$ cat src/rtl/rot_intc_pkg.sv
package rot_intc_pkg;

  localparam int unsigned DEST_W   = 3;
  localparam int unsigned NUM_DEST = 8;
  localparam int unsigned NUM_AUX  = NUM_DEST - 2;

  // word addresses (byte offset >> 2)
  localparam int unsigned PRIO_IRQ_W = 'h20 >> 2;
  localparam int unsigned PRIO_FIQ_W = 'h24 >> 2;
  localparam int unsigned CTRL_W0    = 'h40 >> 2;
  localparam int unsigned STAT_W0    = 'h80 >> 2;

  localparam int unsigned PRIO_ROT_BIT = 6;
  localparam int unsigned CTL_EN_BIT   = 3;
  localparam int unsigned CTL_RISE_BIT = 5;
  localparam int unsigned CTL_FALL_BIT = 6;

  typedef enum logic [DEST_W-1:0] {
    DST_IRQ  = 3'd0,
    DST_FIQ  = 3'd1,
    DST_AUX0 = 3'd2,
    DST_AUX1 = 3'd3,
    DST_AUX2 = 3'd4,
    DST_AUX3 = 3'd5,
    DST_AUX4 = 3'd6,
    DST_AUX5 = 3'd7
  } dest_e;

  typedef struct packed {
    logic              fall;
    logic              rise;
    logic              en;
    logic [DEST_W-1:0] dest;
  } src_cfg_t;

  function automatic logic [7:0] cfg_to_byte(src_cfg_t c);
    logic [7:0] b;
    b = '0;
    b[DEST_W-1:0]   = c.dest;
    b[CTL_EN_BIT]   = c.en;
    b[CTL_RISE_BIT] = c.rise;
    b[CTL_FALL_BIT] = c.fall;
    return b;
  endfunction

endpackage

$ cat src/rtl/intc_src_cell.sv
module intc_src_cell
  import rot_intc_pkg::*;
(
  input  logic              clk_i,
  input  logic              rst_ni,
  input  logic              src_i,
  input  logic              cfg_we_i,
  input  src_cfg_t          cfg_i,
  input  logic              clr_i,
  output src_cfg_t          cfg_o,
  output logic              pend_o
);

  src_cfg_t cfg_q;
  logic     prev_q;
  logic     latch_q;
  logic     edge_mode;
  logic     hit;

  assign edge_mode = cfg_q.rise | cfg_q.fall;
  assign hit = cfg_q.en & ((cfg_q.rise & src_i & ~prev_q) |
                           (cfg_q.fall & ~src_i & prev_q));

  always_ff @(posedge clk_i or negedge rst_ni) begin
    if (!rst_ni) begin
      cfg_q <= '0;
    end else if (cfg_we_i) begin
      cfg_q <= cfg_i;
    end
  end

  always_ff @(posedge clk_i or negedge rst_ni) begin
    if (!rst_ni) begin
      prev_q <= 1'b0;
    end else begin
      prev_q <= src_i;
    end
  end

  // new event wins over a clear in the same cycle
  always_ff @(posedge clk_i or negedge rst_ni) begin
    if (!rst_ni) begin
      latch_q <= 1'b0;
    end else if (!(cfg_q.en && edge_mode)) begin
      latch_q <= 1'b0;
    end else if (hit) begin
      latch_q <= 1'b1;
    end else if (clr_i) begin
      latch_q <= 1'b0;
    end
  end

  assign cfg_o  = cfg_q;
  assign pend_o = cfg_q.en & (edge_mode ? latch_q : src_i);

endmodule

$ cat src/rtl/intc_prio_pick.sv
module intc_prio_pick #(
  parameter int unsigned N     = 64,
  localparam int unsigned IDX_W = $clog2(N)
) (
  input  logic             clk_i,
  input  logic             rst_ni,
  input  logic [N-1:0]     req_i,
  input  logic             rot_i,
  input  logic             take_i,
  output logic [IDX_W-1:0] idx_o,
  output logic             any_o
);

  logic [IDX_W-1:0] last_q;
  logic [N-1:0]     above;
  logic [N-1:0]     upper;

  function automatic logic [IDX_W-1:0] lowest(logic [N-1:0] v);
    logic [IDX_W-1:0] r;
    r = IDX_W'(N - 1);
    for (int i = N - 1; i >= 0; i--) begin
      if (v[i]) r = IDX_W'(i);
    end
    return r;
  endfunction

  always_comb begin
    for (int i = 0; i < N; i++) begin
      above[i] = (IDX_W'(i) > last_q);
    end
  end

  assign upper = req_i & above;
  assign any_o = |req_i;

  always_comb begin
    if (rot_i && (|upper)) idx_o = lowest(upper);
    else                   idx_o = lowest(req_i);
  end

  always_ff @(posedge clk_i or negedge rst_ni) begin
    if (!rst_ni) begin
      last_q <= IDX_W'(N - 1);
    end else if (take_i && any_o) begin
      last_q <= idx_o;
    end
  end

endmodule

$ cat src/rtl/rot_intc.sv
module rot_intc
  import rot_intc_pkg::*;
#(
  parameter int unsigned NUM_SRC = 64,
  parameter int unsigned ADDR_W  = 8,
  localparam int unsigned IDX_W      = $clog2(NUM_SRC),
  localparam int unsigned WORD_W     = ADDR_W - 2,
  localparam int unsigned CTRL_WORDS = NUM_SRC / 4,
  localparam int unsigned STAT_WORDS = NUM_SRC / 32
) (
  input  logic                clk_i,
  input  logic                rst_ni,
  input  logic [NUM_SRC-1:0]  src_i,
  input  logic                req_i,
  input  logic                we_i,
  input  logic [ADDR_W-1:2]   addr_i,
  input  logic [3:0]          be_i,
  input  logic [31:0]         wdata_i,
  output logic [31:0]         rdata_o,
  output logic                irq_o,
  output logic                fiq_o,
  output logic [NUM_AUX-1:0]  aux_o
);

  logic                 wr;
  logic                 rd;
  logic [NUM_SRC-1:0]   cfg_we;
  logic [NUM_SRC-1:0]   clr;
  logic [NUM_SRC-1:0]   pend;
  src_cfg_t             cfg   [NUM_SRC];
  logic [NUM_SRC*8-1:0] cfg_flat;
  logic [NUM_SRC-1:0]   dest_req [NUM_DEST];
  logic [NUM_DEST-1:0]  out_any;
  logic [NUM_SRC-1:0]   irq_req;
  logic [NUM_SRC-1:0]   fiq_req;
  logic                 irq_rot_q;
  logic                 fiq_rot_q;
  logic [IDX_W-1:0]     irq_idx;
  logic [IDX_W-1:0]     fiq_idx;
  logic                 irq_any;
  logic                 fiq_any;
  logic                 irq_take;
  logic                 fiq_take;

  assign wr = req_i & we_i;
  assign rd = req_i & ~we_i;

  // per-source cells
  for (genvar n = 0; n < NUM_SRC; n++) begin : g_src
    localparam int unsigned LANE  = n % 4;
    localparam int unsigned SWORD = n / 32;
    localparam int unsigned SBIT  = n % 32;
    src_cfg_t cin;
    logic [7:0] wb;

    assign wb  = wdata_i[LANE*8 +: 8];
    assign cin = '{fall: wb[CTL_FALL_BIT], rise: wb[CTL_RISE_BIT],
                   en: wb[CTL_EN_BIT], dest: wb[DEST_W-1:0]};

    assign cfg_we[n] = wr && (addr_i == WORD_W'(CTRL_W0 + n / 4)) && be_i[LANE];
    assign clr[n]    = wr && (addr_i == WORD_W'(STAT_W0 + SWORD)) &&
                       be_i[SBIT / 8] && wdata_i[SBIT];

    intc_src_cell u_cell (
      .clk_i    (clk_i),
      .rst_ni   (rst_ni),
      .src_i    (src_i[n]),
      .cfg_we_i (cfg_we[n]),
      .cfg_i    (cin),
      .clr_i    (clr[n]),
      .cfg_o    (cfg[n]),
      .pend_o   (pend[n])
    );

    assign cfg_flat[n*8 +: 8] = cfg_to_byte(cfg[n]);
  end

  // routing
  for (genvar d = 0; d < NUM_DEST; d++) begin : g_dest
    always_comb begin
      for (int n = 0; n < NUM_SRC; n++) begin
        dest_req[d][n] = pend[n] && (cfg[n].dest == DEST_W'(d));
      end
    end
    assign out_any[d] = |dest_req[d];
  end

  assign irq_req = dest_req[DST_IRQ];
  assign fiq_req = dest_req[DST_FIQ];
  assign irq_o   = out_any[DST_IRQ];
  assign fiq_o   = out_any[DST_FIQ];
  assign aux_o   = out_any[NUM_DEST-1:DST_AUX0];

  // priority control
  always_ff @(posedge clk_i or negedge rst_ni) begin
    if (!rst_ni) begin
      irq_rot_q <= 1'b0;
      fiq_rot_q <= 1'b0;
    end else if (wr && be_i[0]) begin
      if (addr_i == WORD_W'(PRIO_IRQ_W)) irq_rot_q <= wdata_i[PRIO_ROT_BIT];
      if (addr_i == WORD_W'(PRIO_FIQ_W)) fiq_rot_q <= wdata_i[PRIO_ROT_BIT];
    end
  end

  assign irq_take = rd && (addr_i == WORD_W'(PRIO_IRQ_W));
  assign fiq_take = rd && (addr_i == WORD_W'(PRIO_FIQ_W));

  intc_prio_pick #(.N(NUM_SRC)) u_irq_pick (
    .clk_i  (clk_i),
    .rst_ni (rst_ni),
    .req_i  (irq_req),
    .rot_i  (irq_rot_q),
    .take_i (irq_take),
    .idx_o  (irq_idx),
    .any_o  (irq_any)
  );

  intc_prio_pick #(.N(NUM_SRC)) u_fiq_pick (
    .clk_i  (clk_i),
    .rst_ni (rst_ni),
    .req_i  (fiq_req),
    .rot_i  (fiq_rot_q),
    .take_i (fiq_take),
    .idx_o  (fiq_idx),
    .any_o  (fiq_any)
  );

  // read mux
  always_comb begin
    rdata_o = '0;
    if (addr_i == WORD_W'(PRIO_IRQ_W)) begin
      rdata_o[IDX_W-1:0]    = irq_idx;
      rdata_o[PRIO_ROT_BIT] = irq_rot_q;
    end
    if (addr_i == WORD_W'(PRIO_FIQ_W)) begin
      rdata_o[IDX_W-1:0]    = fiq_idx;
      rdata_o[PRIO_ROT_BIT] = fiq_rot_q;
    end
    for (int k = 0; k < CTRL_WORDS; k++) begin
      if (addr_i == WORD_W'(CTRL_W0 + k)) rdata_o = cfg_flat[k*32 +: 32];
    end
    for (int k = 0; k < STAT_WORDS; k++) begin
      if (addr_i == WORD_W'(STAT_W0 + k)) rdata_o = pend[k*32 +: 32];
    end
  end

endmodule

$ cat config.mk
export PLATFORM = sky130hd
export DESIGN_NAME = rot_intc
export DESIGN_NICKNAME = d
export VERILOG_FILES = /design/src/rtl/rot_intc_pkg.sv /design/src/rtl/intc_src_cell.sv /design/src/rtl/intc_prio_pick.sv /design/src/rtl/rot_intc.sv
export SDC_FILE = /design/constraint.sdc
export NUM_CORES = 2
export LEC_CHECK = 0
export CORE_ASPECT_RATIO = 1.75
export CORE_MARGIN = 2
export CORE_UTILIZATION = 25
export CTS_CLUSTER_DIAMETER = 80
export DETAILED_ROUTE_END_ITERATION = 12
export SYNTH_ARGS = -nofsm -noshare
export SYNTH_HDL_FRONTEND = slang
export SYNTH_SLANG_ARGS = --single-unit
$ cat constraint.sdc
create_clock -name clk_i -period 4.5 [get_ports clk_i]
set_input_delay 0.9 -clock clk_i [delete_from_list [all_inputs] [get_ports clk_i]]
set_output_delay 0.9 -clock clk_i [all_outputs]
set_load 0.05 [all_outputs]
Word level (Yosys, flattened, before mapping)
Cells that the tools add are included.
Word-level totals
  memory bits (writable): 0
  memory bits (read-only): 0
  input bits: 110
  latch bits: 0
  logic and storage cells: 3036
  output and inout port bits: 40
  memories: 0
  register bits: 526
Operators by class
  shift operators: 0
  multiplexer cells: 530
  multipliers: 0
  reduce and logical (&&, ||, !) cells: 813
  equality and inequality tests: 532
  divide/modulo/power cells: 0
  magnitude comparators: 128
  add/subtract/negate cells: 0
  bitwise logic cells: 645
Operator list (count)
  6-bit two-way mux: 130
  3-bit equality test, second input constant: 256
  1-bit logical AND: 737
  64-bit OR reduction: 10
  32-bit two-way mux: 17
  1-bit AND: 386
  3-bit by 2-bit equality test with 1-bit output, second input constant: 128
  6-bit > comparator, first input constant: 64
  5-bit two-way mux: 64
  1-bit two-way mux: 260
  3-bit by 1-bit equality test with 1-bit output, second input constant: 64
  5-bit by 6-bit > comparator with 1-bit output, first input constant: 32
  3-bit logical NOT: 64
  3-bit by 1-bit inequality test with 1-bit output, second input constant: 64
  1-bit NOT: 129
  64-bit AND: 2
  4-bit two-way mux: 32
  1-bit OR: 128
  6-bit by 5-bit equality test with 1-bit output, second input constant: 16
  4-bit by 6-bit > comparator with 1-bit output, first input constant: 16
  3-bit by 6-bit > comparator with 1-bit output, first input constant: 8
  3-bit two-way mux: 16
  31-bit two-way mux: 1
  1-bit by 6-bit > comparator with 1-bit output, first input constant: 4
  6 further kinds: 20

Logic depth before layout (Yosys ltp)
  word-level depth: 89
  gate-level depth with buffers: 14

Modules after synthesis
Synthesis repeated with hierarchy kept, for this count alone.
Second synthesis, totals
  cell total of the unflattened synthesis: 4254
  area, all modules: 39290.2 um2
By module, submodules not included
  intc_src_cell: times used 64, cells an instance 25, area each 357.8 um2, seq. area each 200.2 um2
  rot_intc: times used 1, cells an instance 1650, area each 9927.0 um2, seq. area each 50.0 um2
  intc_prio_pick: times used 2, cells an instance 502, area each 3230.6 um2, seq. area each 157.7 um2

Worst setup path after synthesis
OpenSTA, ideal clock, no wires.
  kind: input to output
  start point: input port src_i[11]
  end point: output port rdata_o[3]
  arrival time: 4158 ps
  cell stages on the path: 11
  path slack: -558 ps
  path through: and4bb_1 o21ai_2 nand4_1 a221o_1 or4b_4 o41a_1 buf_2 nor3_1 a21o_1 nand2_1 a31oi_1
Between the ends
  cells in the longest elaborated chain, start to end: 37
Ends and longest elaborated chain
  start, declared: RTL line rot_intc.sv:13  | input logic [NUM_SRC-1:0] src_i,
  1-bit two-way mux *: RTL line intc_src_cell.sv:54  | assign pend_o = cfg_q.en & (edge_mode ? latch_q : src_i);
  1-bit AND *: RTL line intc_src_cell.sv:54
  1-bit logical AND: RTL line rot_intc.sv:82  | dest_req[d][n] = pend[n] && (cfg[n].dest == DEST_W'(d));
  64-bit AND: RTL line intc_prio_pick.sv:33  | assign upper = req_i & above;
  6-bit two-way mux (12 in series): RTL line intc_prio_pick.sv:22  | if (v[i]) r = IDX_W'(i);
  6-bit two-way mux: RTL line intc_prio_pick.sv:37  | if (rot_i && (|upper)) idx_o = lowest(upper);
  7-bit two-way mux: RTL line rot_intc.sv:131  | if (addr_i == WORD_W'(PRIO_IRQ_W)) begin
  7-bit two-way mux *: RTL line rot_intc.sv:135  | if (addr_i == WORD_W'(PRIO_FIQ_W)) begin
  31-bit two-way mux *: RTL line rot_intc.sv:140  | if (addr_i == WORD_W'(CTRL_W0 + k)) rdata_o = cfg_flat[k*32 +: 32];
  32-bit two-way mux * (15 in series): RTL line rot_intc.sv:140
  32-bit two-way mux * (2 in series): RTL line rot_intc.sv:143  | if (addr_i == WORD_W'(STAT_W0 + k)) rdata_o = pend[k*32 +: 32];
  end, declared: RTL line rot_intc.sv:19  | output logic [31:0] rdata_o,
Mark *: on every way between the ends. The rest lies on a longest branch, timed or not.

Final worst setup path
  start point: register g_src[20].u_cell.cfg_q, in the netlist g_src[20].u_cell.cfg_o[5]
  end point: output port rdata_o[1]
Between the ends
  cells in the longest elaborated chain, start to end: 47
Ends and longest elaborated chain
  start, declared: RTL line intc_src_cell.sv:14  | src_cfg_t cfg_q;
  start signal, assigned: RTL line intc_src_cell.sv:28  | cfg_q <= cfg_i;
  1-bit OR *: RTL line intc_src_cell.sv:20  | assign edge_mode = cfg_q.rise | cfg_q.fall;
  1-bit two-way mux *: RTL line intc_src_cell.sv:54
  1-bit AND *: RTL line intc_src_cell.sv:54
  1-bit logical AND: RTL line rot_intc.sv:82
  64-bit AND: RTL line intc_prio_pick.sv:33
  6-bit two-way mux (21 in series): RTL line intc_prio_pick.sv:22
  6-bit two-way mux: RTL line intc_prio_pick.sv:37
  7-bit two-way mux: RTL line rot_intc.sv:131
  7-bit two-way mux *: RTL line rot_intc.sv:135
  31-bit two-way mux *: RTL line rot_intc.sv:140
  32-bit two-way mux * (15 in series): RTL line rot_intc.sv:140
  32-bit two-way mux * (2 in series): RTL line rot_intc.sv:143
Marks and branches as above.

==> impl_metrics.py <==
metrics = {
    "status": {
        "status": "finished with violations",
        "violations": "setup timing",
    },
    "detailed_routing": {
        "drtIter0Drc": 4007,
        "post_drt_wl_per_cell_um": 40.1,
        "vias": 45999,
        "drc": 0,
        "avgViaCountPerCell": 5.87,
        "wl_mm": 314,
        "first_pass_iters": 6,
        "antenna_left": 0,
    },
    "critical_path": {
        "cpLargestDelayFamily": "compound AO/OA/AOI/OAI gates",
        "worstSetupPathType": "flop to output pin",
        "timing.reg2reg.setup_slack_ns": 0.65,
        "worstPathMaxFanout": 4,
        "slowest_stage": "or4_4",
        "worst-path-stages": 13,
        "worst-r2r-cell-count": 14,
        "start_kind": "flop",
        "end_kind": "output pin",
        "r2r_start": "g_src[20].u_cell.cfg_o[5]$_DFFE_PN0P_",
        "crit_arrival_ns": 4.60,
        "r2r_end": "u_irq_pick.last_q[2]$_DFFE_PN1P_",
        "path_buf_inv": 4,
        "max_stage_delay_ns": 0.56,
        "crit_chain": "buf_6 > o21a_4 > o211ai_1 > buf_4 > nor3b_2 > nand3b_1 > or4_4 > o41a_1 > or4_4 > o22ai_4 > buf_6 > a221o_2 > buf_8",
        "required_ns": 3.60,
    },
    "synthesis": {
        "synth_top_flop_cell": "dfrtp_1",
        "async_flop_share_pct": 100,
        "synthCells": 4123,
        "synth.avg_cell_area_um2": 8.94,
        "synth_warnings": 0,
        "synth-edff-count": 0,
        "syn_area_um2": 36900,
        "synth-seq-cells": 526,
        "seq_area_frac_synth_pct": 35.7,
        "ys_types": 96,
        "syn_nets": 4233,
    },
    "placed_design": {
        "hpwlAfterDp_mm": 265,
        "port_buffers": 149,
        "preCtsSetupSlack_ns": -1.58,
        "place.gp.congestion": 1.12,
        "post_dp_cell_area_um2": 53900,
    },
    "global_route": {
        "grt_max_degree": 107,
        "track_usage_pct": 40.9,
        "grt_pass1_vias": 47539,
        "gr-total-overflow": 0,
        "antenna_found_initial": 30,
        "grt_pass1_wl_mm": 412,
    },
    "floorplanning": {
        "core_area_um2": 147000,
        "ios": 150,
        "fp.dieH_um": 512,
        "die_x_um": 294,
        "die-area_um2": 151000,
        "start_util_pct": 25.1,
        "rows": 186,
    },
    "timing": {
        "timing.final.max_slew_violations": 0,
        "rsz0062_at_grt": "true",
        "skew_ns": 0.0590,
        "fin_ws_ns": -1.00,
        "period_minus_slack_ns": 5.50,
        "hold_viol": 0,
        "max-slew-margin-rel_pct": 10.4,
        "fin_crit_sh_pct": 122,
        "tightest_slew_ns": 1.34,
        "max_freq_mhz": 182,
        "setup_viol": 14,
    },
    "clock_tree": {
        "clockBufferDepth": 3,
        "cts.clk_slew.worst_paths_ns": 0.06,
        "cts_buffers": 58,
        "clock_sinks": 526,
        "clk_latency_ns": 0.72,
        "clockRootBuffer": "clkbuf_16",
        "ctsHtreeMaxLevel": 2,
        "cts_tree": "built",
    },
    "worst_hold_path": {
        "holdCritPathClass": "primary input to async pin",
    },
    "pwr": {
        "power_per_cell_area_nw_per_um2": 235,
        "power.leakage_nw": 27.5,
        "power_mw": 14.0,
        "vdd_drop_max_v": 0.000292,
    },
    "cells_and_area": {
        "drive_gt1_share_pct": 46.6,
        "final_common_cell": "buf_4",
        "syn2layout_area_growth_pct": 61.6,
        "mostFrequentLayoutCells": "buf_4 (1630), dfrtp_1 (508), mux2_2 (397), nand2_1 (377), o21ai_0 (254)",
        "final_nets": 6007,
        "final_cell_area_um2": 59600,
    },
    "job": {
        "maxCapViolCount": 0,
    },
}
## per-stage QoR
stage,instances,util [%],hold WS [ns],TNS (ns)
6_report,7836,40.6,0.136,-6.77
5_1_grt,7820,40.6,0.173,-7.46
4_1_cts,7796,39.9,0.157,-6.60
3_5_place_dp,7615,36.8,0.525,-28.17
3_3_place_gp,7615,36.8,0.530,-27.62
2_1_floorplan,4123,-,0.502,-0.0112
## cells in the mapped netlist (49+ instances only)
cell / number / area (µm²)
o211ai_1: 82 / 616
clkbuf_1: 174 / 653
nand2_1: 402 / 1510
a22oi_1: 86 / 646
nor3_1: 123 / 616
nand3_1: 123 / 616
a21oi_1: 150 / 751
dfrtp_1: 514 / 12900
o21ai_0: 297 / 1490
nand4_1: 49 / 307
nor3b_1: 73 / 548
mux2_2: 397 / 4470
a21boi_0: 127 / 953
o22ai_1: 70 / 438
inv_1: 77 / 289
nor2b_1: 152 / 951
nor2_1: 218 / 818
## layout make-up
| cell class | count | area [µm²] |
|---|---|---|
| repair buffers | 1946 | 16700 |
| inverters | 77 | 292 |
| multi-input cells | 3288 | 25000 |
| clock buffers | 73 | 1610 |
| diodes | 18 | 45.0 |
| well taps | 1880 | 2350 |
| flip-flops and latches | 526 | 13200 |
| clock inverters | 28 | 400 |
| fillers | 14789 | 87100 |
## routing by layer
layer	GRT usage (%)	up-vias	wire, µm
li1	-	19406	-
met2	67.8	2295	147000
met5	0	-	97
met3	8.98	1156	21300
met1	38.9	23126	99800
met4	48.1	16	46100
## power by group
group          internal, mW  switching, mW  total (mW)
Combinational          1.50           2.06        3.56
Sequential             4.94          0.224        5.16
Clock                  2.96           2.29        5.25
Total                  9.39           4.58        14.0
## how the worst max path moves through the flow
stage | start | to | slack (ns)
finish | g_src[20].u_cell.cfg_o[5]$_DFFE_PN0P_ | rdata_o[1] | -1.00
global route | g_src[20].u_cell.cfg_o[5]$_DFFE_PN0P_ | rdata_o[1] | -1.01
CTS | g_src[9].u_cell.cfg_o[5]$_DFFE_PN0P_ | rdata_o[1] | -0.97
detailed placement | src_i[11] | rdata_o[3] | -1.58
global placement | src_i[11] | rdata_o[3] | -1.57
floorplan | src_i[11] | rdata_o[3] | -0.01
## registers in the layout, summed over array words and instances (netlist names)
signal	count
fiq_rot_q	1
u_irq_pick.last_q	6
g_src.u_cell.prev_q	64
g_src.u_cell.latch_q	64
irq_rot_q	1
u_fiq_pick.last_q	6
g_src.u_cell.cfg_o	384
## logic make-up (layout without fill, tap and decap cells)
family	Yosys count	after routing	synth area share, %
AND/OR/NAND/NOR	1497	1497	22.0
AO/OA/AOI/OAI	1346	1346	25.5
flip-flops	526	526	35.7
multiplexers	445	445	13.6
buffers and inverters	309	2124	3.27
other	0	18	0
## what timing repair did
item                                    CTS  global route
endpoints found under the setup margin   33            24
pin swaps                               153            90
setup buffers                            94            38
endpoints found under the hold margin     0             0
hold buffers                              0             0
gates resized for setup                 518           172
No activity file was read; power rests on OpenSTA's default activity.
